==> src/rtl/lfw_pkg.sv <==
package lfw_pkg;
  // Ticks without a strobe before a frame is declared missing (1.5 periods).
  function automatic int miss_ticks(input int period);
    return period + period / 2;
  endfunction
endpackage

==> src/rtl/lfw_frame_check.sv <==
module lfw_frame_check #(
  parameter int WIDTH = 8
) (
  input  logic             stb,
  input  logic             link_ok,
  input  logic [WIDTH-1:0] data,
  input  logic             par,
  output logic             acc,
  output logic             rej
);
  logic par_even;

  always_comb begin
    par_even = ~(^{data, par});
    acc      = stb & link_ok & par_even;
    rej      = stb & ~(link_ok & par_even);
  end
endmodule

==> src/rtl/lfw_gap_timer.sv <==
module lfw_gap_timer #(
  parameter int TMO = 6
) (
  input  logic clk,
  input  logic rst,
  input  logic tick,
  input  logic stb,
  output logic miss
);
  localparam int CW = (TMO > 2) ? $clog2(TMO) : 1;
  localparam logic [CW-1:0] LAST = CW'(TMO - 1);

  logic [CW-1:0] cnt;

  always_comb miss = tick & ~stb & (cnt == LAST);

  always_ff @(posedge clk) begin
    if (rst || stb) begin
      cnt <= '0;
    end else if (tick) begin
      if (cnt == LAST) cnt <= '0;
      else             cnt <= cnt + 1'b1;
    end
  end

  // a strobe restarts the window, even on a tick cycle
  p_restart_r7: assert property (@(posedge clk) disable iff (rst)
    stb |=> (cnt == '0));

  // a declared miss starts a fresh window
  p_miss_rewind_r7: assert property (@(posedge clk) disable iff (rst)
    miss |=> (cnt == '0));
endmodule

==> src/rtl/lfw_err_count.sv <==
module lfw_err_count #(
  parameter int LIMIT = 4
) (
  input  logic clk,
  input  logic rst,
  input  logic ev_good,
  input  logic ev_bad,
  output logic trip,
  output logic failed
);
  localparam int CW = $clog2(LIMIT + 1);
  localparam logic [CW-1:0] LIM_V  = CW'(LIMIT);
  localparam logic [CW-1:0] EDGE_V = CW'(LIMIT - 1);

  logic [CW-1:0] cnt;

  always_comb begin
    failed = (cnt == LIM_V);
    trip   = ev_bad & ~ev_good & (cnt >= EDGE_V);
  end

  always_ff @(posedge clk) begin
    if (rst)                          cnt <= LIM_V;
    else if (ev_good)                 cnt <= '0;
    else if (ev_bad && cnt != LIM_V)  cnt <= cnt + 1'b1;
  end

  // an accepted frame clears the run of rejections
  p_clear_r9: assert property (@(posedge clk) disable iff (rst)
    ev_good |=> (cnt == '0));

  // each rejection below the limit advances the count by one
  p_step_r5: assert property (@(posedge clk) disable iff (rst)
    (ev_bad && !ev_good && cnt != LIM_V) |=> (cnt == $past(cnt) + 1'b1));

  // the count saturates at the limit
  p_sat_r8: assert property (@(posedge clk) disable iff (rst)
    (failed && !ev_good) |=> failed);
endmodule

==> src/rtl/link_fail_watchdog.sv <==
module link_fail_watchdog #(
  parameter int WIDTH        = 8,
  parameter int FAIL_LIMIT   = 4,
  parameter int PERIOD_TICKS = 8
) (
  input  logic             clk,
  input  logic             rst,
  input  logic             tick,
  input  logic             frm_stb,
  input  logic             frm_link_ok,
  input  logic [WIDTH-1:0] frm_data,
  input  logic             frm_par,
  output logic [WIDTH-1:0] chan_en
);
  localparam int TMO = lfw_pkg::miss_ticks(PERIOD_TICKS);

  logic acc, rej, miss, trip, failed;

  lfw_frame_check #(.WIDTH(WIDTH)) u_check (
    .stb(frm_stb), .link_ok(frm_link_ok), .data(frm_data), .par(frm_par),
    .acc(acc), .rej(rej)
  );

  lfw_gap_timer #(.TMO(TMO)) u_gap (
    .clk(clk), .rst(rst), .tick(tick), .stb(frm_stb), .miss(miss)
  );

  lfw_err_count #(.LIMIT(FAIL_LIMIT)) u_err (
    .clk(clk), .rst(rst), .ev_good(acc), .ev_bad(rej | miss),
    .trip(trip), .failed(failed)
  );

  always_ff @(posedge clk) begin
    if (rst)       chan_en <= '0;
    else if (acc)  chan_en <= frm_data;
    else if (trip) chan_en <= '0;
  end

  // an accepted frame lands on the outputs at the next edge
  p_load_r2: assert property (@(posedge clk) disable iff (rst)
    acc |=> (chan_en == $past(frm_data)));

  // outputs are off whenever the failure count is saturated
  p_off_r6: assert property (@(posedge clk) disable iff (rst)
    failed |-> (chan_en == '0));

  // a rejected frame never loads a new pattern
  p_reject_r3: assert property (@(posedge clk) disable iff (rst)
    rej |=> (chan_en == '0 || chan_en == $past(chan_en)));
endmodule

==> config.mk <==
export PLATFORM = sky130hd
export DESIGN_NAME = link_fail_watchdog
export DESIGN_NICKNAME = d
export VERILOG_FILES = /design/src/rtl/lfw_pkg.sv /design/src/rtl/lfw_frame_check.sv /design/src/rtl/lfw_gap_timer.sv /design/src/rtl/lfw_err_count.sv /design/src/rtl/link_fail_watchdog.sv
export SDC_FILE = /design/constraint.sdc
export NUM_CORES = 1
export LEC_CHECK = 0
export CAP_MARGIN = 20
export CORE_ASPECT_RATIO = 0.6
export CORE_UTILIZATION = 36
export CTS_CLUSTER_SIZE = 24
export DETAILED_ROUTE_END_ITERATION = 12
export PLACE_DENSITY = 0.65
export SLEW_MARGIN = 20
export SYNTH_ARGS = -nofsm -noshare
export SYNTH_HDL_FRONTEND = slang
export SYNTH_SLANG_ARGS = --single-unit
==> constraint.sdc <==
create_clock -name clk -period 2 [get_ports clk]
set_clock_uncertainty 0.2 [all_clocks]
set_input_delay 0.2 -clock clk [delete_from_list [all_inputs] [get_ports clk]]
set_output_delay 0.2 -clock clk [all_outputs]
set_load 0.01 [all_outputs]
==> out/results.txt, run 1 <==
outcome: completed
clock latency on the worst-skew pair: 0.25 ns
nets: 136
Critical path buffers and inverters: 2
WL per Instance: 12.41 µm
max_cap viols: 0
syn_nets: 106
Clk network pwr share: 32.1%
grt ovf: 0
worst-path maximum fanout: 7
Comb power frac: 24.9%
critical path depth: 6
Seq pwr share: 43.0%
register-to-register setup slack: 0.15 ns
worst ir drop on vdd: 0.0003162 V
Netlist Area Pre-Place: 874.6 µm²
# DRC: 0
Vias: 693
pwr dens: 623.7 nW/µm²
final period utilization: 94.02%
Critical Path Max Stage Delay: 0.52 ns
Core ar.: 2228 µm²
dpl ws: -0.1521 ns
CP arrival: 1.86 ns
Crit Path Category: in -> reg
fin crit period: 1.880 ns
DRT Pass-1 Iters: 2
Net Sw Frac: 25.09%
Power Internal: 569.3 µW
Setup Buffers After CTS: 0
Pwr Total: 760.0 µW
first-pass GRT wire length: 2.808 mm
synth warn: 0
CTS Sinks: 15
Post-synth EDFFs: 0
Crit path max-delay family: buffers and inverters
CP Launch Type: input pin
Final Slew Violations: 0
post-synthesis register bit count: 15
sequential fraction of the synthesis area: 34.33%
Post-Syn Instances: 88
H-tree levels: 1
crit path from: frm_data[6]
total die area: 2637 µm²
die height: 40.18 µm
CTS Buffer Depth: 2
vias in the first global route: 615
hold path startpoint: frm_data[3]
hold depth: 3
leak pwr: 0.0005680 µW
ANT nets after route: 0
Initial Utilization: 39.25%
fin worst setup slack: 0.1196 ns
unrepaired setup endpoints after global routing: false
die width: 65.63 µm
Core Rows: 13
relative slew slack: 61.99%
vias per inst: 4.714
worst min path class: in -> reg
Routed Wire Length: 1.824 mm
DRT iter0 DRCs: 21
CTS Buf Count: 3
synthesis-to-finish area growth: 39.34%
WP data required: 1.98 ns
Top FF cell, synth: dfxtp_1
final hold viol count: 0
clk root buf: clkbuf_8
clk slew on worst S/H paths: 0.06 ns
Worst-Margin Slew: 0.5684 ns
syn_area_per_cell: 9.939 µm²
r2r startpoint: u_gap.cnt[0]
Core Util, Final: 54.69%
Global Route Usage Sum: 14.82%
CP cell instances: clkdlybuf4s50_1, xnor2_2, xnor3_1, mux2i_2, buf_4, mux2i_1
Sw Pwr: 190.7 µW
Yosys cell types: 28
initial antenna violation count: 0
CP Capture Type: flip-flop
Antenna Cells: 0
worst r2r path cells: 5
I/O pin count: 22
I/O Buffers: 21
share of layout cells above drive strength 1: 13.68%
TritonCTS clock tree: done
Peak Freq: 531.8 MHz
largest net degree at the start of global routing: 24
Post-synth ARST share: 0%
CP max stage cell: clkdlybuf4s50_1
endpoints failing setup: 0
gpl congestion: 0.7136
## timing repair
action | CTS | global route
hold buffers | 0 | 0
endpoints found under the setup margin | 0 | 1
resized for setup | 0 | 3
## power by group through the flow
stage / clock, µW / combinational (µW) / sequential, µW
after global routing: 265 / 207 / 329
after global placement: 0 / 182 / 332
after CTS: 253 / 186 / 327
after floorplan: 0 / 102 / 335
after detailed placement: 0 / 185 / 333
final: 244 / 189 / 327
## state kept, by name (all words and copies together) (netlist names)
signal,cells
u_gap.cnt,4
u_err.cnt,3
chan_en,8
## layout by cell type (no fill, tap or decap), types with 2 or more instances in the layout
cell type and count:
nand2_1 5, clkdlybuf4s50_1 20, xnor3_1 2, dfxtp_1 15, nand2b_1 6, o21ai_1 3
nor3_1 3, mux2i_1 10, and3b_1 2, nor2_1 3, mux2_2 2, buf_4 8
or2b_1 2, inv_1 3, ha_1 4, xnor2_1 2, nand3b_1 9, clkbuf_8 3
and4b_1 2
## Yosys cell counts, types with 2 or more instances
| library cell | number | share of area, % |
|---|---|---|
| and3b_1 | 2 | 2.0 |
| and4b_1 | 2 | 2.3 |
| clkbuf_1 | 2 | 0.86 |
| dfxtp_1 | 15 | 34 |
| ha_1 | 4 | 5.7 |
| inv_1 | 3 | 1.3 |
| mux2_2 | 2 | 2.6 |
| mux2i_1 | 11 | 13 |
| nand2_1 | 5 | 2.1 |
| nand2b_1 | 6 | 4.3 |
| nand3b_1 | 9 | 7.7 |
| nor2_1 | 3 | 1.3 |
| nor3_1 | 3 | 1.7 |
| o21ai_1 | 3 | 1.7 |
| or2b_1 | 2 | 1.7 |
| xnor2_1 | 3 | 3.0 |
| xnor3_1 | 2 | 5.1 |
## per-layer routing
layer,vias to the layer above,global-route usage (%),wire (µm)
met2,11,23.21,817
met5,-,0,0
met1,316,19.97,937
met4,0,1.630,0
met3,0,5.682,69
li1,366,-,-
## cells by family after synthesis
logic type	after synthesis	share of synthesized area [%]
simple gates	33	23.89
flops	15	34.33
mux	13	15.16
compound gates	10	7.726
buf+inv	7	4.005
xor+xnor	6	9.156
fa+ha+maj	4	5.723
## final cells by class
| type | instances | area, µm² |
|---|---|---|
| well taps | 30 | 37.54 |
| clock inverters | 1 | 5.005 |
| clock buffers | 3 | 41.29 |
| inverters | 3 | 11.26 |
| flip-flops and latches | 15 | 300.3 |
| multi-input cells | 66 | 550.5 |
| fillers | 201 | 1010 |
| repair buffers | 29 | 272.8 |
## worst min-delay path, delay by kind of cell
| kind | cells | cell delay, ns |
|---|---|---|
| multiplexers | 1 | 0.06 |
| buffers and inverters | 1 | 0.16 |
| AND/OR/NAND/NOR | 1 | 0.08 |
## stage by stage
stage	TNS, ns	instances	cell area [µm²]	hold WS (ns)
finish	0	147	1219	0.09929
global route	0	147	1219	0.1049
CTS	0	147	1205	0.3027
detailed placement	-1.335	143	1159	0.2936
global placement	-0.6441	143	1159	0.2795
floorplan	0	88	874.6	0.1514
## final timing paths
| kind | end |
|---|---|
| hold / removal | chan_en[3] |
| hold reg to reg | chan_en[6] |
| setup reg to reg | u_err.cnt[1] |
| setup / recovery | chan_en[7] |
Note: power is estimated with default switching activity, not from simulation.
==> inputs of run 2 (changes only) <==
Settings changed: CORE_MARGIN from default to 5, DONT_BUFFER_PORTS from default to 1, PLACE_DENSITY 0.65 to 0.53.
==> out/results.txt, run 2 (synthesized netlist as in run 1, its figures left out) <==
ANT nets after route: 0
Vias: 655
nets: 123
CTS Sinks: 15
CTS Buffer Depth: 2
Reg with most FFs: chan_en
Global Route Usage Sum: 11.19%
outcome: completed
pwr dens: 661.1 nW/µm²
share of layout cells above drive strength 1: 7.692%
worst ir drop on vdd: 0.0002784 V
total die area: 3547 µm²
# DRC: 0
first-pass GRT wire length: 2.815 mm
Peak Freq: 516.5 MHz
Core Rows: 13
initial antenna violation count: 0
CP Launch Type: input pin
DRT Pass-1 Iters: 4
Fin Setup TNS: 0 ns
worst-path maximum fanout: 23
largest net degree at the start of global routing: 24
max reg flops: 8
Largest regs: chan_en (8), u_gap.cnt (4), u_err.cnt (3)
final hold viol count: 0
CP arrival: 1.87 ns
Core ar.: 2245 µm²
unrepaired setup endpoints after global routing: false
Final Slew Violations: 0
grt ovf: 0
clock latency on the worst-skew pair: 0.25 ns
endpoints failing setup: 0
dpl cell area: 910.9 µm²
clk root buf: clkbuf_8
max_cap viols: 0
Worst-Margin Slew: 0.6778 ns
die height: 48.18 µm
DRT iter0 DRCs: 15
vias per inst: 4.888
commonest non-fill, non-tap cell in the layout: dfxtp_1
gpl congestion: 0.7314
WP data required: 1.93 ns
Finished Cell Area: 1086 µm²
WL per Instance: 13.71 µm
die width: 73.63 µm
clk slew on worst S/H paths: 0.06 ns
synthesis-to-finish area growth: 24.18%
Routed Wire Length: 1.837 mm
I/O Buffers: 0
Crit Path Category: in -> reg
fin crit period: 1.936 ns
H-tree levels: 1
filler cell count: 211
commonest cells after routing, fill and taps aside: dfxtp_1 (15), dlygate4sd3_1 (13), mux2i_1 (11), nand3b_1 (9), nand2b_1 (6)
CP Capture Type: flip-flop
TritonCTS clock tree: done
leak pwr: 0.0005102 µW
I/O pin count: 22
placed wire-length estimate: 1.247 mm
relative slew slack: 54.67%
final period utilization: 96.81%
worst min path class: in -> reg
vias in the first global route: 595
CTS Buf Count: 3
Initial Utilization: 38.96%
Antenna Cells: 0
[run 2: cell types whose count changed in the layout (fill, tap and decap cells not counted), sizes merged]
| cell | delta |
|---|---|
| buf | -5 |
| clkbuf | +1 |
| clkdlybuf4s50 | -20 |
| clkinv | -1 |
| dlygate4sd3 | +13 |
| dlymetal6s2s | -1 |
[run 2: path summary, 6_finish.rpt]
| check | from | end | slack, ns | depth (start not counted) |
|---|---|---|---|---|
| setup / recovery | rst | u_gap.cnt[0] | 0.06 | 3 |
| hold / removal | frm_stb | u_err.cnt[2] | 0.03 | 3 |
| hold reg to reg | chan_en[6] | chan_en[6] | 0.34 | 2 |
| setup reg to reg | u_gap.cnt[0] | u_gap.cnt[0] | 0.08 | 6 |
[run 2: final cells by class]
class                   count  area, µm²  share of cell area, %
clock buffers               4      45.04                  4.147
multi-input cells          66      539.3                  49.65
inverters                   3      11.26                  1.037
flip-flops and latches     15      300.3                  27.65
repair buffers             16      152.6                  14.06
well taps                  30      37.54                  3.456
[run 2: critical path: stages]
cell	delay (ns)
dlygate4sd3_1	0.97
nor3_1	0.11
dlygate4sd3_1	0.59
[run 2: metrics by stage]
step	utilization [%]	hold slack (ns)	setup slack [ns]	power, µW	std cells
floorplan	-	0.1514	0.2437	437.1	88
global placement	40.58	0.07610	0.1786	454.3	117
detailed placement	40.58	0.07800	0.1552	454.6	117
CTS	48.38	0.02592	0.1011	727.2	134
global route	48.38	0.03839	0.004521	753.3	134
finish	48.38	0.03149	0.06385	718.0	134
[run 2: per-layer routing]
metal | track usage, % | up-vias | part of all wire [%]
met1 | 14.29 | 297 | 49
li1 | - | 341 | -
met3 | 7.407 | 2 | 9.3
met4 | 3.249 | 0 | 0.33
met5 | 0 | - | 0
met2 | 15.32 | 15 | 41
[run 2: timing repair]
| item | CTS | global route |
|---|---|---|
| hold buffers | 13 | 0 |
| endpoints found under the hold margin | 15 | 0 |
| buffers inserted | 0 | 0 |
| resized for setup | 0 | 0 |
[run 2: where the power goes]
group          total [µW]  switching, µW  internal, µW
Clock                 246            105           141
Sequential            333           18.3           315
Combinational         139           54.0          84.8
Total                 718            177           541
